[config.mk]
export PLATFORM = sky130hd
export DESIGN_NAME = cache2w_lru
export DESIGN_NICKNAME = d
export VERILOG_FILES = /design/src/rtl/cache2w_pkg.sv /design/src/rtl/cache_way.sv /design/src/rtl/cache_lru.sv /design/src/rtl/cache2w_lru.sv
export SDC_FILE = /design/constraint.sdc
export NUM_CORES = 1
export LEC_CHECK = 0
export ABC_AREA = 1
export BUFFER_PORTS_ARGS = -buffer_cell sky130_fd_sc_hd__buf_2
export CORE_MARGIN = 4
export CORE_UTILIZATION = 33
export DETAILED_ROUTE_END_ITERATION = 6
export PLACE_DENSITY = 0.58
export SETUP_SLACK_MARGIN = 0.15
export SYNTH_ARGS = -nofsm -noshare
export SYNTH_HDL_FRONTEND = slang
export SYNTH_SLANG_ARGS = --single-unit
[constraint.sdc]
create_clock -name clk -period 2.5 [get_ports clk]
set_clock_uncertainty 0.2 [all_clocks]
set_input_delay 0.5 -clock clk [delete_from_list [all_inputs] [get_ports clk]]
set_output_delay 0.5 -clock clk [all_outputs]
set_load 0.01 [all_outputs]
[src/rtl/cache2w_pkg.sv]
package cache2w_pkg;

    typedef enum logic {
        WAY0 = 1'b0,
        WAY1 = 1'b1
    } way_e;

    // Replacement choice for a non-resident block: empty way first, then LRU.
    function automatic way_e pick_victim(input logic v0, input logic v1, input logic lru);
        if (!v0)      return WAY0;
        else if (!v1) return WAY1;
        else          return way_e'(lru);
    endfunction

endpackage

[src/rtl/cache_way.sv]
module cache_way #(
    parameter int SETS   = 4,
    parameter int TAG_W  = 6,
    parameter int DATA_W = 16,
    localparam int SET_W = $clog2(SETS)
) (
    input  logic              clk,
    input  logic              rst,
    input  logic [SET_W-1:0]  lk_set,
    input  logic [TAG_W-1:0]  lk_tag,
    input  logic [SET_W-1:0]  fl_set,
    input  logic [TAG_W-1:0]  fl_tag,
    input  logic              wr_en,
    input  logic [DATA_W-1:0] wr_data,
    output logic              lk_match,
    output logic [DATA_W-1:0] lk_rdata,
    output logic              fl_match,
    output logic [SETS-1:0]   vld_vec
);

    typedef struct packed {
        logic [SETS-1:0]             vld;
        logic [SETS-1:0][TAG_W-1:0]  tag;
        logic [SETS-1:0][DATA_W-1:0] dat;
    } way_st_t;

    way_st_t st_d, st_q;

    always_comb begin
        st_d = st_q;
        if (wr_en) begin
            st_d.vld[fl_set] = 1'b1;
            st_d.tag[fl_set] = fl_tag;
            st_d.dat[fl_set] = wr_data;
        end
    end

    always_ff @(posedge clk) begin
        if (rst) st_q <= '0;
        else     st_q <= st_d;
    end

    assign lk_match = st_q.vld[lk_set] && (st_q.tag[lk_set] == lk_tag);
    assign lk_rdata = st_q.dat[lk_set];
    assign fl_match = st_q.vld[fl_set] && (st_q.tag[fl_set] == fl_tag);
    assign vld_vec  = st_q.vld;

endmodule

[src/rtl/cache_lru.sv]
module cache_lru #(
    parameter int SETS = 4,
    localparam int SET_W = $clog2(SETS)
) (
    input  logic             clk,
    input  logic             rst,
    input  logic             touch_en,
    input  logic [SET_W-1:0] touch_set,
    input  logic             touch_way,
    output logic [SETS-1:0]  lru_vec
);

    logic [SETS-1:0] lru_d, lru_q;

    always_comb begin
        lru_d = lru_q;
        if (touch_en) lru_d[touch_set] = ~touch_way;
    end

    always_ff @(posedge clk) begin
        if (rst) lru_q <= '0;
        else     lru_q <= lru_d;
    end

    assign lru_vec = lru_q;

endmodule

[src/rtl/cache2w_lru.sv]
module cache2w_lru
    import cache2w_pkg::*;
#(
    parameter int ADDR_W = 8,
    parameter int DATA_W = 16,
    parameter int SETS   = 4
) (
    input  logic              clk,
    input  logic              rst,
    input  logic              lk_en,
    input  logic [ADDR_W-1:0] lk_addr,
    output logic              lk_hit,
    output logic              lk_way,
    output logic [DATA_W-1:0] lk_data,
    input  logic              fl_en,
    input  logic [ADDR_W-1:0] fl_addr,
    input  logic [DATA_W-1:0] fl_data,
    output logic              fl_way
);

    localparam int SET_W = $clog2(SETS);
    localparam int TAG_W = ADDR_W - SET_W;
    localparam int NWAYS = 2;

    logic [SET_W-1:0]  lk_set, fl_set;
    logic [TAG_W-1:0]  lk_tag, fl_tag;
    logic [NWAYS-1:0]  lk_m, fl_m;
    logic [DATA_W-1:0] rdat [NWAYS];
    logic [SETS-1:0]   vld  [NWAYS];
    logic [SETS-1:0]   lru_vec;
    way_e              lk_way_e, fl_way_e;
    logic              touch_en, touch_way;
    logic [SET_W-1:0]  touch_set;

    assign lk_set = lk_addr[SET_W-1:0];
    assign lk_tag = lk_addr[ADDR_W-1:SET_W];
    assign fl_set = fl_addr[SET_W-1:0];
    assign fl_tag = fl_addr[ADDR_W-1:SET_W];

    for (genvar w = 0; w < NWAYS; w++) begin : g_way
        cache_way #(.SETS(SETS), .TAG_W(TAG_W), .DATA_W(DATA_W)) u_way (
            .clk      (clk),
            .rst      (rst),
            .lk_set   (lk_set),
            .lk_tag   (lk_tag),
            .fl_set   (fl_set),
            .fl_tag   (fl_tag),
            .wr_en    (fl_en && (fl_way_e == way_e'(w))),
            .wr_data  (fl_data),
            .lk_match (lk_m[w]),
            .lk_rdata (rdat[w]),
            .fl_match (fl_m[w]),
            .vld_vec  (vld[w])
        );
    end

    always_comb begin
        lk_hit   = |lk_m;
        lk_way_e = lk_m[1] ? WAY1 : WAY0;
        lk_data  = (lk_m[0] ? rdat[0] : '0) | (lk_m[1] ? rdat[1] : '0);
        if (|fl_m) fl_way_e = fl_m[1] ? WAY1 : WAY0;
        else       fl_way_e = pick_victim(vld[0][fl_set], vld[1][fl_set], lru_vec[fl_set]);
        touch_en  = fl_en || (lk_en && lk_hit);
        touch_set = fl_en ? fl_set : lk_set;
        touch_way = fl_en ? fl_way_e : lk_way_e;
    end

    assign lk_way = lk_way_e;
    assign fl_way = fl_way_e;

    cache_lru #(.SETS(SETS)) u_lru (
        .clk       (clk),
        .rst       (rst),
        .touch_en  (touch_en),
        .touch_set (touch_set),
        .touch_way (touch_way),
        .lru_vec   (lru_vec)
    );

    // reset leaves no valid entry and no recency state
    a_r1_reset_clears: assert property (@(posedge clk)
        rst |=> (vld[0] == '0) && (vld[1] == '0) && (lru_vec == '0));

    // the two way comparators never both match
    a_r3_single_hit: assert property (@(posedge clk) disable iff (rst)
        $onehot0(lk_m));

    // the way just filled is valid in the next cycle
    a_r7_fill_valid: assert property (@(posedge clk) disable iff (rst)
        fl_en |=> vld[$past(fl_way)][$past(fl_set)]);

    // after a fill, recency points away from the filled way
    a_r7_lru_fill: assert property (@(posedge clk) disable iff (rst)
        fl_en |=> lru_vec[$past(fl_set)] != $past(fl_way));

    // a lookup hit without a fill makes the other way least recent
    a_r6_lru_hit: assert property (@(posedge clk) disable iff (rst)
        (lk_en && lk_hit && !fl_en) |=> lru_vec[$past(lk_set)] != $past(lk_way));

    // a lookup miss without a fill keeps all recency bits
    a_r6_miss_keeps: assert property (@(posedge clk) disable iff (rst)
        (!fl_en && !(lk_en && lk_hit)) |=> $stable(lru_vec));

endmodule

==> flow_summary.rst <==
.. list-table::
   :header-rows: 1

   * - Metric
     - Value
   * - Synthesized area divided by synthesized cell count
     - 5.83 µm²
   * - Nets
     - 2005
   * - Clk_lat worst skew
     - 440 ps
   * - Initial core utilization
     - 33.6%
   * - Post-synthesis cell type count
     - 25
   * - Die Ht
     - roughly 190 µm
   * - Metal2 WL
     - 20500 µm
   * - Xor/xnor cell area share of the yosys netlist
     - less than 1%
   * - Post-detailed-placement cell area
     - between 10000 and 15000 µm²
   * - Routed Wire Length
     - about 45000 µm
   * - Post-synthesis instance total
     - 1826
   * - Relative max-transition margin
     - a little over two thirds
   * - Cell with the largest stage delay on the worst path
     - sky130_fd_sc_hd__dfxtp_2
   * - Part of the Yosys area used for sequential elements
     - ~35%
   * - Max cap viols
     - 0
   * - Synth area leader
     - sky130_fd_sc_hd__dfxtp_1
   * - Number of enable flip-flop cells after synthesis
     - 0
   * - Width of the die
     - between 150 and 200 µm
   * - Max Slew Vio Count
     - 0
   * - H-Tree Level Count
     - 4
   * - Net count after synthesis
     - 1862
   * - Fraction of final layout cells sized beyond drive strength 1
     - 32.7%
   * - TritonCTS clock tree
     - built
   * - DRC errors left
     - 0
   * - Number of instances in the placed design
     - between 2000 and 2500
   * - Core box area
     - about 32000 µm²
   * - Main area contributors after synthesis
     - sky130_fd_sc_hd__dfxtp_1 35%, sky130_fd_sc_hd__nand2_1 18%, sky130_fd_sc_hd__nor2_1 12%
   * - Combinational share of power
     - between 20 and 25%
   * - CTS hold repair buffers
     - 0
   * - Ys async rst share
     - 0%
   * - Count of buffers inserted at the top-level ports
     - between 50 and 60
   * - Number of global-route vias before repair
     - 11100
   * - Synth Area in Compound Gates
     - 9.06%
   * - Layout fillers
     - 2951
   * - Maximum frequency from static timing analysis
     - 347 MHz
   * - Share of power burned in the clock network
     - 36.9%
   * - Maximum fanout along the worst path
     - 5
   * - Adder-cell share of the synthesized area
     - 0%
   * - Clock slew at the register clock pins of the worst setup and hold paths
     - around 80 ps
   * - Main combinational cell family by area after synthesis
     - simple AND/OR/NAND/NOR gates
   * - Violation count after the first detailed-route iteration
     - 1157
   * - Actual slew at the worst max-slew pin
     - ~450 ps
   * - Sequential cell fraction of total power
     - 41.0%
   * - First-pass GRT wire length
     - 63800 µm
   * - Total I/O pin count
     - 55
   * - Sw Pwr
     - 2.41 mW
   * - Clock Path Buffers
     - 2
   * - Post-DR wirelength/cell
     - roughly 19 µm
   * - Violations in the final reports
     - negative setup slack
   * - Most used flip-flop cell after synthesis
     - sky130_fd_sc_hd__dfxtp_1
   * - Number of cells on the worst reg-to-reg path
     - 19
   * - Post-route cell area
     - 16200 µm²
   * - Number of endpoints failing setup at the final stage
     - 54
   * - TritonCTS sink count
     - 188
   * - TritonCTS buffer count
     - 17
   * - Standard-cell rows
     - between 60 and 70
   * - Minimum setup slack in the final design
     - -384 ps
   * - Multiplexer fraction of the synthesized cell area
     - 0%
   * - Hold Crit Class
     - primary input to register
   * - Sw Share
     - 31.3%
   * - GRT Total Usage
     - 23.1%
   * - Most common library cells after synthesis
     - 510 x sky130_fd_sc_hd__nand2_1, 333 x sky130_fd_sc_hd__nor2_1, 296 x sky130_fd_sc_hd__inv_1
   * - Levels on crit path
     - 14
   * - Largest net degree at the start of global routing
     - 46
   * - # diodes
     - 0
   * - Pwr Density
     - 474 nW/µm²
   * - Sum of net half-perimeters after detailed placement
     - 21900 µm
   * - Post-route clock period utilization
     - 115%
   * - Largest stage delay on the critical path
     - 350 ps
   * - Antenna violations before repair
     - 0
   * - Max layer used
     - met4
   * - Drt pass-1 iters
     - 6
   * - Share of synthesized cell area in and, or, nand and nor gates
     - 39.6%
   * - Flop2flop setup slack
     - -40 ps
   * - Cell leakage power
     - ~7.5 nW
   * - Shortest clock period the worst path allows after layout
     - between 2000 and 3000 ps
   * - Layout Cells excl Fill
     - approximately 2400
   * - Hold Slack
     - 157 ps
   * - Worst VDD drop
     - just under 0.0005 V
   * - Wl on met1
     - ~18000 µm
   * - Unrepaired setup endpoints after global routing
     - true
   * - Number of antenna-violating nets in the routed design
     - 0
   * - Critical path's top delay family
     - simple AND/OR/NAND/NOR gates
   * - Most repeated library cell on the critical path
     - sky130_fd_sc_hd__nand2_1
   * - Last weighted congestion value of the routability-driven placer
     - 0.843
   * - Setup TNS
     - -8090 ps
   * - Final Hold Vio Count
     - 0
   * - DIE AREA
     - 35200 µm²
   * - Number of cells on the worst hold path
     - 3
   * - Root buffer selected by CTS
     - sky130_fd_sc_hd__clkbuf_16
   * - Layout-stage area growth over the synthesis result
     - 52.2%
   * - Number of buffer and inverter stages on the critical path
     - 4
   * - Category of the critical setup timing path
     - register to output port
   * - Setup Slack @ Placement
     - -573 ps
   * - Top-area cell type share of the netlist area
     - 35.3%
   * - Per-cell via count in the routed design
     - approximately 5.1
   * - Vias post-DR
     - around 12000
   * - Status
     - finished, violations left
   * - Design internal power
     - 5.28 mW
   * - Power Total
     - between 7 and 8 mW
   * - Worst Setup Start Kind
     - register
   * - Seq cells post-synth
     - 188
   * - Wire length on met3
     - 3870 µm
   * - Grt ovf
     - 0
   * - Final core utilization
     - 51.1%
   * - Signal arrival time at the worst endpoint
     - 2180 ps
   * - WP data required
     - 1800 ps
   * - Sequence of cells on the critical path
     - nand2_1 -> nand3_2 -> nand2_1 -> nand2_1 -> nand2_1 -> inv_1 -> nand2_1 -> nor2_2 -> nand2_4 -> buf_6 -> buf_12 -> a21oi_4 -> or2_4 -> buf_6
   * - Mapped Area
     - 10600 µm²
   * - Cell with the most instances after synthesis
     - sky130_fd_sc_hd__nand2_1
   * - Number of synthesis warnings
     - 0
   * - Critical path capture point type
     - output port
-- power by group through the flow --
stage | Combinational (mW) | Sequential, mW | Clock, mW
6_report | 1.70 | 3.15 | 2.84
4_1_cts | 1.45 | 3.15 | 2.85
5_1_grt | 1.81 | 3.16 | 2.95
3_3_place_gp | 1.03 | 3.21 | 0
3_5_place_dp | 1.04 | 3.21 | 0
2_1_floorplan | 0.680 | 3.20 | 0
-- layout by cell type (no fill, tap or decap), drive strengths merged --
master / instances
nor2: 335
nor3: 1
clkinvlp: 5
or2: 16
bufbuf: 1
nand2: 515
clkbuf: 31
o22ai: 3
nand4: 92
o21ai: 76
bufinv: 2
nand3: 58
dfxtp: 188
clkinv: 7
buf: 216
inv: 321
xor2: 2
a21oi: 113
-- timing repair --
item                                    CTS  global route
pin swaps                                78           130
resized for setup                       298           240
cloned                                   32            17
endpoints found under the setup margin  194           207
setup buffers                            41             5
-- kinds of logic (layout without fill, tap and decap cells) --
group           Yosys count  after routing
flops                   188            188
buf+inv                 428            583
simple gates           1016           1017
xor+xnor                  2              2
compound gates          192            192
-- state kept, by name, summed over array words and instances, names as in the netlist --
signal               flops
g_way.u_way.st_q       176
g_way.u_way.vld_vec      8
u_lru.lru_vec            4
-- metal layers --
metal  global-route usage (%)  up-vias
li1                         -     5851
met1                     29.5     5694
met2                     37.2      583
met3                     5.77      144
met4                     10.0        0
met5                        0        -
-- worst paths after layout --
kind,start,endpoint
min,fl_data[14],g_way[0].u_way.st_q[30]$_SDFFE_PP0P_
max reg2reg,g_way[0].u_way.st_q[66]$_SDFFE_PP0P_,g_way[0].u_way.st_q[81]$_SDFFE_PP0P_
min reg2reg,g_way[1].u_way.vld_vec[1]$_SDFFE_PP0P_,g_way[1].u_way.vld_vec[1]$_SDFFE_PP0P_
max,g_way[1].u_way.st_q[82]$_SDFFE_PP0P_,lk_data[2]
-- worst reg2reg max path, cell delays in order (launching register included) --
cell and delay (ps):
sky130_fd_sc_hd__dfxtp_1 310, sky130_fd_sc_hd__inv_1 120, sky130_fd_sc_hd__nor2_1 60, sky130_fd_sc_hd__nor2_1 130
sky130_fd_sc_hd__nand2_1 80, sky130_fd_sc_hd__nand2_1 60, sky130_fd_sc_hd__nand2_1 70, sky130_fd_sc_hd__nor2_2 100
sky130_fd_sc_hd__nand3_2 100, sky130_fd_sc_hd__nand2_2 120, sky130_fd_sc_hd__buf_6 100, sky130_fd_sc_hd__buf_6 100
sky130_fd_sc_hd__buf_6 100, sky130_fd_sc_hd__buf_12 100, sky130_fd_sc_hd__nand4_4 140, sky130_fd_sc_hd__buf_6 200
sky130_fd_sc_hd__clkbuf_16 180, sky130_fd_sc_hd__nand2_2 70, sky130_fd_sc_hd__nand2_1 50, sky130_fd_sc_hd__nor2_1 80
-- final cells by class --
| cell class | instances | area (µm²) | area share (%) |
|---|---|---|---|
| inverter | 318 | 1240 | 7.68 |
| clock buffer | 17 | 425 | 2.62 |
| sequential | 188 | 3780 | 23.3 |
| clock inverter | 15 | 165 | 1.02 |
| tap | 402 | 503 | 3.10 |
| timing repair buffer | 231 | 3310 | 20.4 |
| timing repair inverter | 2 | 17.5 | 0.108 |
| multi-input combinational | 1211 | 6760 | 41.7 |
No activity file was read; power rests on OpenSTA's default activity.
